===== config.mk =====
export PLATFORM = sky130hd
export DESIGN_NAME = txrel_ctrl
export DESIGN_NICKNAME = d
export VERILOG_FILES = /design/src/rtl/txrel_pkg.sv /design/src/rtl/txrel_thresh.sv /design/src/rtl/txrel_bytecnt.sv /design/src/rtl/txrel_fsm.sv /design/src/rtl/txrel_ctrl.sv
export SDC_FILE = /design/constraint.sdc
export NUM_CORES = 1
export LEC_CHECK = 0
export CORE_UTILIZATION = 57
export DETAILED_ROUTE_END_ITERATION = 7
export GPL_TIMING_DRIVEN = 1
export PLACE_DENSITY = 0.92
export RECOVER_POWER = 100
export SETUP_SLACK_MARGIN = 0.15
export SLEW_MARGIN = 20
export SYNTH_ARGS = -nofsm -noshare
export SYNTH_HDL_FRONTEND = slang
export SYNTH_SLANG_ARGS = --single-unit

===== constraint.sdc =====
create_clock -name clk -period 5.5 [get_ports clk]
set_clock_uncertainty 0.05 [all_clocks]
set_input_delay 1.375 -clock clk [delete_from_list [all_inputs] [get_ports clk]]
set_output_delay 1.375 -clock clk [all_outputs]
set_load 0.02 [all_outputs]

===== src/rtl/txrel_pkg.sv =====
package txrel_pkg;

    typedef enum logic [1:0] {
        ST_IDLE   = 2'd0,
        ST_HOLD   = 2'd1,
        ST_STREAM = 2'd2,
        ST_HALT   = 2'd3
    } txrel_state_e;

    localparam int unsigned WORD_SHIFT = 4;

endpackage


===== src/rtl/txrel_thresh.sv =====
module txrel_thresh #(
    parameter int unsigned THR_W = 8,
    parameter int unsigned CNT_W = 12
) (
    input  logic [THR_W-1:0] thresh_words,
    output logic [CNT_W-1:0] thr_bytes,
    output logic             early_off
);
    import txrel_pkg::*;

    localparam int unsigned FULL_W = THR_W + WORD_SHIFT;

    logic [FULL_W-1:0] scaled;

    assign scaled    = {thresh_words, {WORD_SHIFT{1'b0}}};
    assign early_off = &thresh_words;

    generate
        if (CNT_W >= FULL_W) begin : g_fit
            assign thr_bytes = CNT_W'(scaled);
        end else begin : g_sat
            logic over;
            assign over      = |scaled[FULL_W-1:CNT_W];
            assign thr_bytes = over ? {CNT_W{1'b1}} : scaled[CNT_W-1:0];
        end
    endgenerate

endmodule


===== src/rtl/txrel_bytecnt.sv =====
module txrel_bytecnt #(
    parameter int unsigned CNT_W = 12
) (
    input  logic             clk,
    input  logic             rst_n,
    input  logic             clr,
    input  logic             inc,
    input  logic             byte_in,
    output logic [CNT_W-1:0] count,
    output logic [CNT_W-1:0] count_plus
);

    assign count_plus = count + CNT_W'(byte_in);

    always_ff @(posedge clk or negedge rst_n) begin
        if (!rst_n) begin
            count <= '0;
        end else if (clr) begin
            count <= '0;
        end else if (inc) begin
            count <= count_plus;
        end
    end

endmodule


===== src/rtl/txrel_fsm.sv =====
module txrel_fsm #(
    parameter int unsigned CNT_W = 12,
    parameter int unsigned ID_W  = 4
) (
    input  logic             clk,
    input  logic             rst_n,
    input  logic             frame_start,
    input  logic [ID_W-1:0]  frame_id,
    input  logic             byte_sent,
    input  logic             collision,
    input  logic             frame_end,
    input  logic             enable_wr,
    input  logic [CNT_W-1:0] count_plus,
    input  logic [CNT_W-1:0] thr_bytes,
    input  logic             early_off,
    output logic             cnt_clr,
    output logic             cnt_inc,
    output logic             rel_valid,
    output logic [CNT_W-1:0] rel_bytes,
    output logic             rewind,
    output logic             tx_en,
    output logic             err_flag,
    output logic [ID_W-1:0]  err_frame_id
);
    import txrel_pkg::*;

    txrel_state_e state, state_n;

    logic             rel_v_n;
    logic [CNT_W-1:0] rel_b_n;
    logic             rewind_n;
    logic             err_set;
    logic             err_clr;
    logic             id_load;
    logic             crossed;
    logic [ID_W-1:0]  cur_id;

    assign crossed = byte_sent && !early_off && (count_plus >= thr_bytes);

    // next state and per-cycle decisions
    always_comb begin
        state_n  = state;
        cnt_clr  = 1'b0;
        cnt_inc  = 1'b0;
        rel_v_n  = 1'b0;
        rel_b_n  = '0;
        rewind_n = 1'b0;
        err_set  = 1'b0;
        err_clr  = 1'b0;
        id_load  = 1'b0;
        unique case (state)
            ST_IDLE: begin
                if (frame_start) begin
                    state_n = ST_HOLD;
                    cnt_clr = 1'b1;
                    id_load = 1'b1;
                end
            end
            ST_HOLD: begin
                if (collision) begin
                    rewind_n = 1'b1;
                    cnt_clr  = 1'b1;
                end else begin
                    cnt_inc = byte_sent;
                    if (frame_end) begin
                        state_n = ST_IDLE;
                        rel_v_n = (count_plus != '0);
                        rel_b_n = (count_plus != '0) ? count_plus : '0;
                    end else if (crossed) begin
                        state_n = ST_STREAM;
                        rel_v_n = 1'b1;
                        rel_b_n = count_plus;
                    end
                end
            end
            ST_STREAM: begin
                if (collision) begin
                    state_n = ST_HALT;
                    err_set = 1'b1;
                end else begin
                    if (byte_sent) begin
                        rel_v_n = 1'b1;
                        rel_b_n = CNT_W'(1);
                    end
                    if (frame_end) begin
                        state_n = ST_IDLE;
                    end
                end
            end
            ST_HALT: begin
                if (enable_wr) begin
                    state_n = ST_IDLE;
                    err_clr = 1'b1;
                end
            end
            default: state_n = ST_IDLE;
        endcase
    end

    // state register
    always_ff @(posedge clk or negedge rst_n) begin
        if (!rst_n) begin
            state <= ST_IDLE;
        end else begin
            state <= state_n;
        end
    end

    // registered outputs and status
    always_ff @(posedge clk or negedge rst_n) begin
        if (!rst_n) begin
            rel_valid    <= 1'b0;
            rel_bytes    <= '0;
            rewind       <= 1'b0;
            err_flag     <= 1'b0;
            err_frame_id <= '0;
            cur_id       <= '0;
        end else begin
            rel_valid <= rel_v_n;
            rel_bytes <= rel_b_n;
            rewind    <= rewind_n;
            if (id_load) begin
                cur_id <= frame_id;
            end
            if (err_set) begin
                err_flag     <= 1'b1;
                err_frame_id <= cur_id;
            end else if (err_clr) begin
                err_flag <= 1'b0;
            end
        end
    end

    assign tx_en = (state != ST_HALT);

endmodule


===== src/rtl/txrel_ctrl.sv =====
module txrel_ctrl #(
    parameter int unsigned THR_W = 8,
    parameter int unsigned CNT_W = 12,
    parameter int unsigned ID_W  = 4
) (
    input  logic             clk,
    input  logic             rst_n,
    input  logic [THR_W-1:0] thresh_words,
    input  logic             frame_start,
    input  logic [ID_W-1:0]  frame_id,
    input  logic             byte_sent,
    input  logic             collision,
    input  logic             frame_end,
    input  logic             enable_wr,
    output logic             rel_valid,
    output logic [CNT_W-1:0] rel_bytes,
    output logic             rewind,
    output logic             tx_en,
    output logic             err_flag,
    output logic [ID_W-1:0]  err_frame_id
);

    logic [CNT_W-1:0] thr_bytes;
    logic             early_off;
    logic             cnt_clr;
    logic             cnt_inc;
    logic [CNT_W-1:0] count;
    logic [CNT_W-1:0] count_plus;

    txrel_thresh #(.THR_W(THR_W), .CNT_W(CNT_W)) u_thresh (
        .thresh_words (thresh_words),
        .thr_bytes    (thr_bytes),
        .early_off    (early_off)
    );

    txrel_bytecnt #(.CNT_W(CNT_W)) u_cnt (
        .clk        (clk),
        .rst_n      (rst_n),
        .clr        (cnt_clr),
        .inc        (cnt_inc),
        .byte_in    (byte_sent),
        .count      (count),
        .count_plus (count_plus)
    );

    txrel_fsm #(.CNT_W(CNT_W), .ID_W(ID_W)) u_fsm (
        .clk          (clk),
        .rst_n        (rst_n),
        .frame_start  (frame_start),
        .frame_id     (frame_id),
        .byte_sent    (byte_sent),
        .collision    (collision),
        .frame_end    (frame_end),
        .enable_wr    (enable_wr),
        .count_plus   (count_plus),
        .thr_bytes    (thr_bytes),
        .early_off    (early_off),
        .cnt_clr      (cnt_clr),
        .cnt_inc      (cnt_inc),
        .rel_valid    (rel_valid),
        .rel_bytes    (rel_bytes),
        .rewind       (rewind),
        .tx_en        (tx_en),
        .err_flag     (err_flag),
        .err_frame_id (err_frame_id)
    );

    logic unused_count;
    assign unused_count = ^count;

endmodule


* Yosys cells after proc, flatten, opt, wreduce, memory -nomap -nowiden
Index checks and enable logic that the tools add are counted.
W data, S select, Z words.
** Word-level totals
- Output and inout bits :: 20
- Bits in latches :: 0
- Input port bits :: 19
- Word-level logic and storage cells :: 63
- Bits in registers :: 37
- Memories :: 0
- Bits in writable memories :: 0
- ROM bits :: 0
** Operators by class
- Order comparisons :: 1
- Equal/unequal tests :: 9
- Add/subtract/negate cells :: 1
- Bitwise logic cells :: 0
- Reduce and logical (&&, ||, !) cells :: 9
- Multipliers :: 0
- Shift-type cells :: 0
- Divide/modulo/power cells :: 0
- Multiplexer cells :: 35
** Operators with widths (number)
- $mux W12 :: 7
- $pmux W12 S2 :: 1
- $mux W1 :: 17
- $mux W2 :: 7
- $add A12 B1 Y12 :: 1
- $ge A12 B12 Y1 :: 1
- $reduce_bool A12 Y1 :: 1
- $ne A2 B2 Y1 const B :: 4
- $pmux W2 S4 :: 1
- $reduce_and A8 Y1 :: 1
- $reduce_and A5 Y1 :: 1
- $eq A2 B2 Y1 const B :: 2
- $pmux W1 S2 :: 2
- $reduce_bool A2 Y1 :: 2
- $ne A3 B2 Y1 const B :: 1
- $ne A3 B3 Y1 const B :: 1
- $eq A2 B1 Y1 const B :: 1
- $logic_and A1 B1 Y1 :: 2
- $logic_not A2 Y1 :: 1
- $logic_not A1 Y1 :: 1

* Depth between registers and ports, before layout
- Depth in word-level cells :: 8
- Mapped depth :: 15
- Gate-level depth less buffers :: 13

* Cells and area by module
Synthesis repeated with hierarchy kept, for this count alone.
** Unflattened totals
- Cells, all modules :: 234
- Area total of the unflattened synthesis :: 2364.8 um^2
** Modules (own cells, without submodules)
- txrel_fsm :: instances 1, cells each 133, seq. area each 625.6 um^2, area an instance 1501.4 um^2
- txrel_bytecnt :: instances 1, cells each 85, seq. area each 300.3 um^2, area an instance 753.2 um^2
- txrel_thresh :: instances 1, cells each 16, seq. area each 0.0 um^2, area an instance 110.1 um^2

* Worst setup path after synthesis
Ideal clock, no wire load.
- Path kind :: input port to flip-flop
- Start :: input port byte_sent
- End :: register u_fsm.state[1]
- Path buffers :: 2
- Path slack :: 1230 ps
- Setup time :: 125 ps
- Arrival :: 4095 ps
- Stages :: 14
- Data required time :: 5325 ps
- Path through :: ha_1 > buf_4 > nand4_1 > or3b_1 > clkbuf_1 > nor2_1 > xnor2_1 > inv_1 > ha_1 > nand4_1 > a2111o_1 > a31oi_1 > o221ai_1 > mux2_2
** On the way
- Longest elaborated chain between the ends :: 5
- Elaborated cells between the ends (all ways) :: 6
- Classes of those cells :: add/sub (1); order compare (1); eq/ne (1); reduce/logical (3)
** RTL lines
- start, declared :: RTL line txrel_ctrl.sv:11 : input logic byte_sent,
- $add A12 B1 Y12 :: RTL line txrel_bytecnt.sv:13 : assign count_plus = count + CNT_W'(byte_in);
- $ge A12 B12 Y1 :: RTL line txrel_fsm.sv:38 : assign crossed = byte_sent && !early_off && (count_plus >= thr_bytes);
- $logic_and A1 B1 Y1 * :: RTL line txrel_fsm.sv:38
- $ne A3 B2 Y1 (no source line) *
- $reduce_and A5 Y1 (no source line) *
- end signal, assigned :: RTL line txrel_fsm.sv:105 : state <= state_n;
- end, declared :: RTL line txrel_fsm.sv:27 : txrel_state_e state, state_n;
Every way passes the cells marked *; elsewhere a longest branch is shown, timed or not.
A chain may end at the register's enable or synchronous reset.

* Final worst setup path
- Start :: input port byte_sent
- End :: register u_fsm.rel_bytes[0]
** On the way
- Longest elaborated chain between the ends :: 7
- Elaborated cells between the ends (all ways) :: 12
- Classes of those cells :: add/sub (1); order compare (1); mux (7); reduce/logical (3)
** RTL lines
- $add A12 B1 Y12 :: RTL line txrel_bytecnt.sv:13
- $ge A12 B12 Y1 :: RTL line txrel_fsm.sv:38
- $logic_and A1 B1 Y1 :: RTL line txrel_fsm.sv:38
- $mux W12 :: RTL line txrel_fsm.sv:69 : end else if (crossed) begin
- $mux W12 :: RTL line txrel_fsm.sv:65 : if (frame_end) begin
- $mux W12 :: RTL line txrel_fsm.sv:60 : if (collision) begin
- $pmux W12 S2 * :: RTL line txrel_fsm.sv:51 : unique case (state)
- named net u_fsm.rel_b_n[0] :: RTL line txrel_fsm.sv:30 : logic [CNT_W-1:0] rel_b_n;
- end signal, assigned :: RTL line txrel_fsm.sv:120 : rel_bytes <= rel_b_n;
- end, declared :: RTL line txrel_fsm.sv:19 : output logic [CNT_W-1:0] rel_bytes,
The timed path passes the listed nets; every way through them passes the cells marked *.

==> metrics.md <==
| Metric | Value |
|---|---|
| Worst-Margin Slew | 1910 ps |
| GRT Overall Usage | 25.1% |
| Seq/Total Area, Yosys | 41.9% |
| Post-CTS resize count | 0 |
| Worst Path Arrival | 5290 ps |
| Total number of vias | 1804 |
| DP Wirelength | 3.34 mm |
| Synth async-reset ratio | 100% |
| CTS Hold Bufs | 0 |
| Synth warn | 0 |
| Max IR drop VDD | 286 uV |
| Unrepaired setup endpoints after global routing | no |
| Cell area power density | 301 nW/um2 |
| TritonCTS Buffers | 5 |
| Post-synth top area share | 41.9% |
| Drt drc | 0 |
| Largest net degree at the start of global routing | 38 |
| Fmax | 196 MHz |
| Most frequent cell after synthesis | dfrtp_1 |
| Worst-Skew Late Latency | 300 ps |
| Synth area leader | dfrtp_1 |
| Die Y | 64.3 um |
| Overall die width | 64.3 um |
| Share of layout cells above drive strength 1 | 8.27% |
| EDFF count, synth | 0 |
| Kind of critical path | input pin to flip-flop |
| H-tree depth | 2 |
| WL per Instance | 14.4 um |
| Total core area | 3690 um2 |
| Crit path launch | byte_sent |
| IO buf count | 38 |
| Fin area | 2650 um2 |
| Post-CTS Setup Repair Bufs | 0 |
| Failing checks | max-capacitance violations, max-slew violations |
| Hold path start | u_fsm.cur_id[1] |
| Vias in the first global route | 1724 |
| Synth Instances | 234 |
| First-pass GRT wire length | 7.76 mm |
| Via density | 5.75 |
| Total wire length | 4.53 mm |
| Main synth FF type | dfrtp_1 |
| Yosys cell types | 51 |
| Place WS | 265 ps |
| Starting Density | 60.0% |
| Fin. max-slew vios | 38 |
| # setup viols final | 0 |
| Synth cell count leaders | dfrtp_1, nand2_1, nor2_1, o21ai_0, inv_1 |
| Grt ovf | 0 |
| Hold slack | 452 ps |
| Clk slew on worst S/H paths | 70 ps |
| Setup slack after layout | 393 ps |
| CTS root buf | clkbuf_8 |
| Syn Area/Cell | 9.45 um2 |
| Final worst path period share | 92.9% |
| Hold Path Class | flip-flop to flip-flop |
| Endpoints failing hold | 0 |
| CTS sink cnt | 37 |
| Iteration-0 DRC Markers | 82 |
| Worst EP required | 5680 ps |
| Post-layout minimum cycle time | 5110 ps |
| Post-DP Area | 2570 um2 |
| # IOs | 39 |
| Total iterations of the first detailed-routing run | 4 |
| Crit. End Element | flip-flop |
| Post-route ant nets | 0 |
| Initial antenna violation count | 0 |
| Critical path peak fanout | 8 |
| Post-Syn Area | 2210 um2 |
| Die Footprint | 4130 um2 |
| Maxcap violations | 1 |
| Reg2reg start | u_cnt.count[0] |
| Setup TNS | 0 ps |
| Rows | 22 |
| Layout area overhead | 19.7% |
| Nets | 298 |
| Net Count, Synth | 267 |
| P_leak | 0.00123 uW |
| Crit start category | input pin |
| Gpl congestion | 0.998 |
| TritonCTS clock tree | yes |
| Clock Path Buffers | 2 |
| Rel. slew slack | -27.6% |
| Post-synthesis register bit count | 37 |
| Synth area leaders | dfrtp_1, ha_1, mux2_2, o21ai_0, nand2_1 |
| N_diodes | 0 |
| Power, Total | 798 uW |
| Status | finished with violations |
[critical path, stage by stage]
cell           delay, ps
dlygate4sd3_1        680
ha_1                 360
nand4_1              250
or3b_1               520
nor2_1               170
xnor2_1              170
inv_1                 70
ha_1                 330
nand4_1              130
a2111o_1             380
a311o_1              400
o21bai_2             300
a21oi_2              150
[layout by cell type (no fill, tap or decap), types with 2 or more instances in the layout]
| master | instances |
|---|---|
| o31ai_1 | 4 |
| a21oi_1 | 10 |
| clkbuf_8 | 5 |
| mux2_2 | 9 |
| xor2_1 | 3 |
| and3_1 | 3 |
| nand2_1 | 21 |
| nand4_1 | 5 |
| a31oi_1 | 2 |
| nand2b_1 | 2 |
| and2b_1 | 3 |
| dfrtp_1 | 37 |
| o21ai_0 | 19 |
| nand3_1 | 6 |
| and4_1 | 3 |
| a21o_1 | 2 |
| and2_1 | 2 |
| xnor2_1 | 8 |
| dlygate4sd3_1 | 23 |
| mux2i_1 | 2 |
| nor2_1 | 19 |
| clkdlybuf4s50_1 | 14 |
| inv_1 | 18 |
| ha_1 | 14 |
| nor2b_1 | 2 |
[metrics by stage]
stage               instances  utilization [%]
finish                    314             71.8
CTS                       314             72.0
global placement          306             69.6
detailed placement        306             69.6
floorplan                 234                -
global route              314             71.8
[cell type report]
class	instances	area (um2)
tap	48	60.1
inverter	18	67.6
multi-input combinational	165	1130
fill	279	1040
timing repair buffer	38	374
sequential	37	926
clock inverter	3	21.3
clock buffer	5	68.8
[flip-flops by register name (all words and copies together), names as in the netlist]
name                count
u_fsm.rel_bytes        12
u_fsm.rel_valid         1
u_fsm.cur_id            4
u_fsm.err_flag          1
u_fsm.rewind            1
u_fsm.state             2
u_fsm.err_frame_id      4
u_cnt.count            12
[layer usage]
metal	GRT usage, %	up-vias	wire length, um
met3	7.50	14	271
met2	38.6	59	2110
met5	0	-	0
met1	32.5	852	2030
met4	11.1	0	122
li1	-	879	-
[kinds of logic (layout without fill, tap and decap cells)]
logic type | Yosys count | count (layout) | synth area share, %
and+or+nand+nor | 74 | 74 | 17.2
AOI/OAI and AO/OA | 55 | 55 | 16.5
DFF | 37 | 37 | 41.9
buffers and inverters | 32 | 64 | 6.67
adders and majority gates | 14 | 14 | 7.92
xor gates and xnor gates | 11 | 11 | 4.36
muxes | 11 | 11 | 5.49
[path summary, 6_finish.rpt]
| path | to | slack [ps] | depth (start not counted) |
|---|---|---|---|
| setup / recovery | u_fsm.rel_bytes[0] | 390 | 13 |
| hold / removal | u_fsm.err_frame_id[1] | 450 | 1 |
| setup reg to reg | u_fsm.rel_bytes[0] | 1830 | 12 |
| hold reg to reg | u_fsm.err_frame_id[1] | 450 | 1 |
| max in group asynchronous | u_fsm.rel_bytes[5] | 2750 | 1 |
| min in group asynchronous | u_cnt.count[3] | 1550 | 1 |
[where the power goes]
part	internal, uW	total (uW)	switching (uW)
sequential	318	341	23.0
combinational	119	265	146
clock	89.7	192	102
Power figures use the tool's default switching activity.
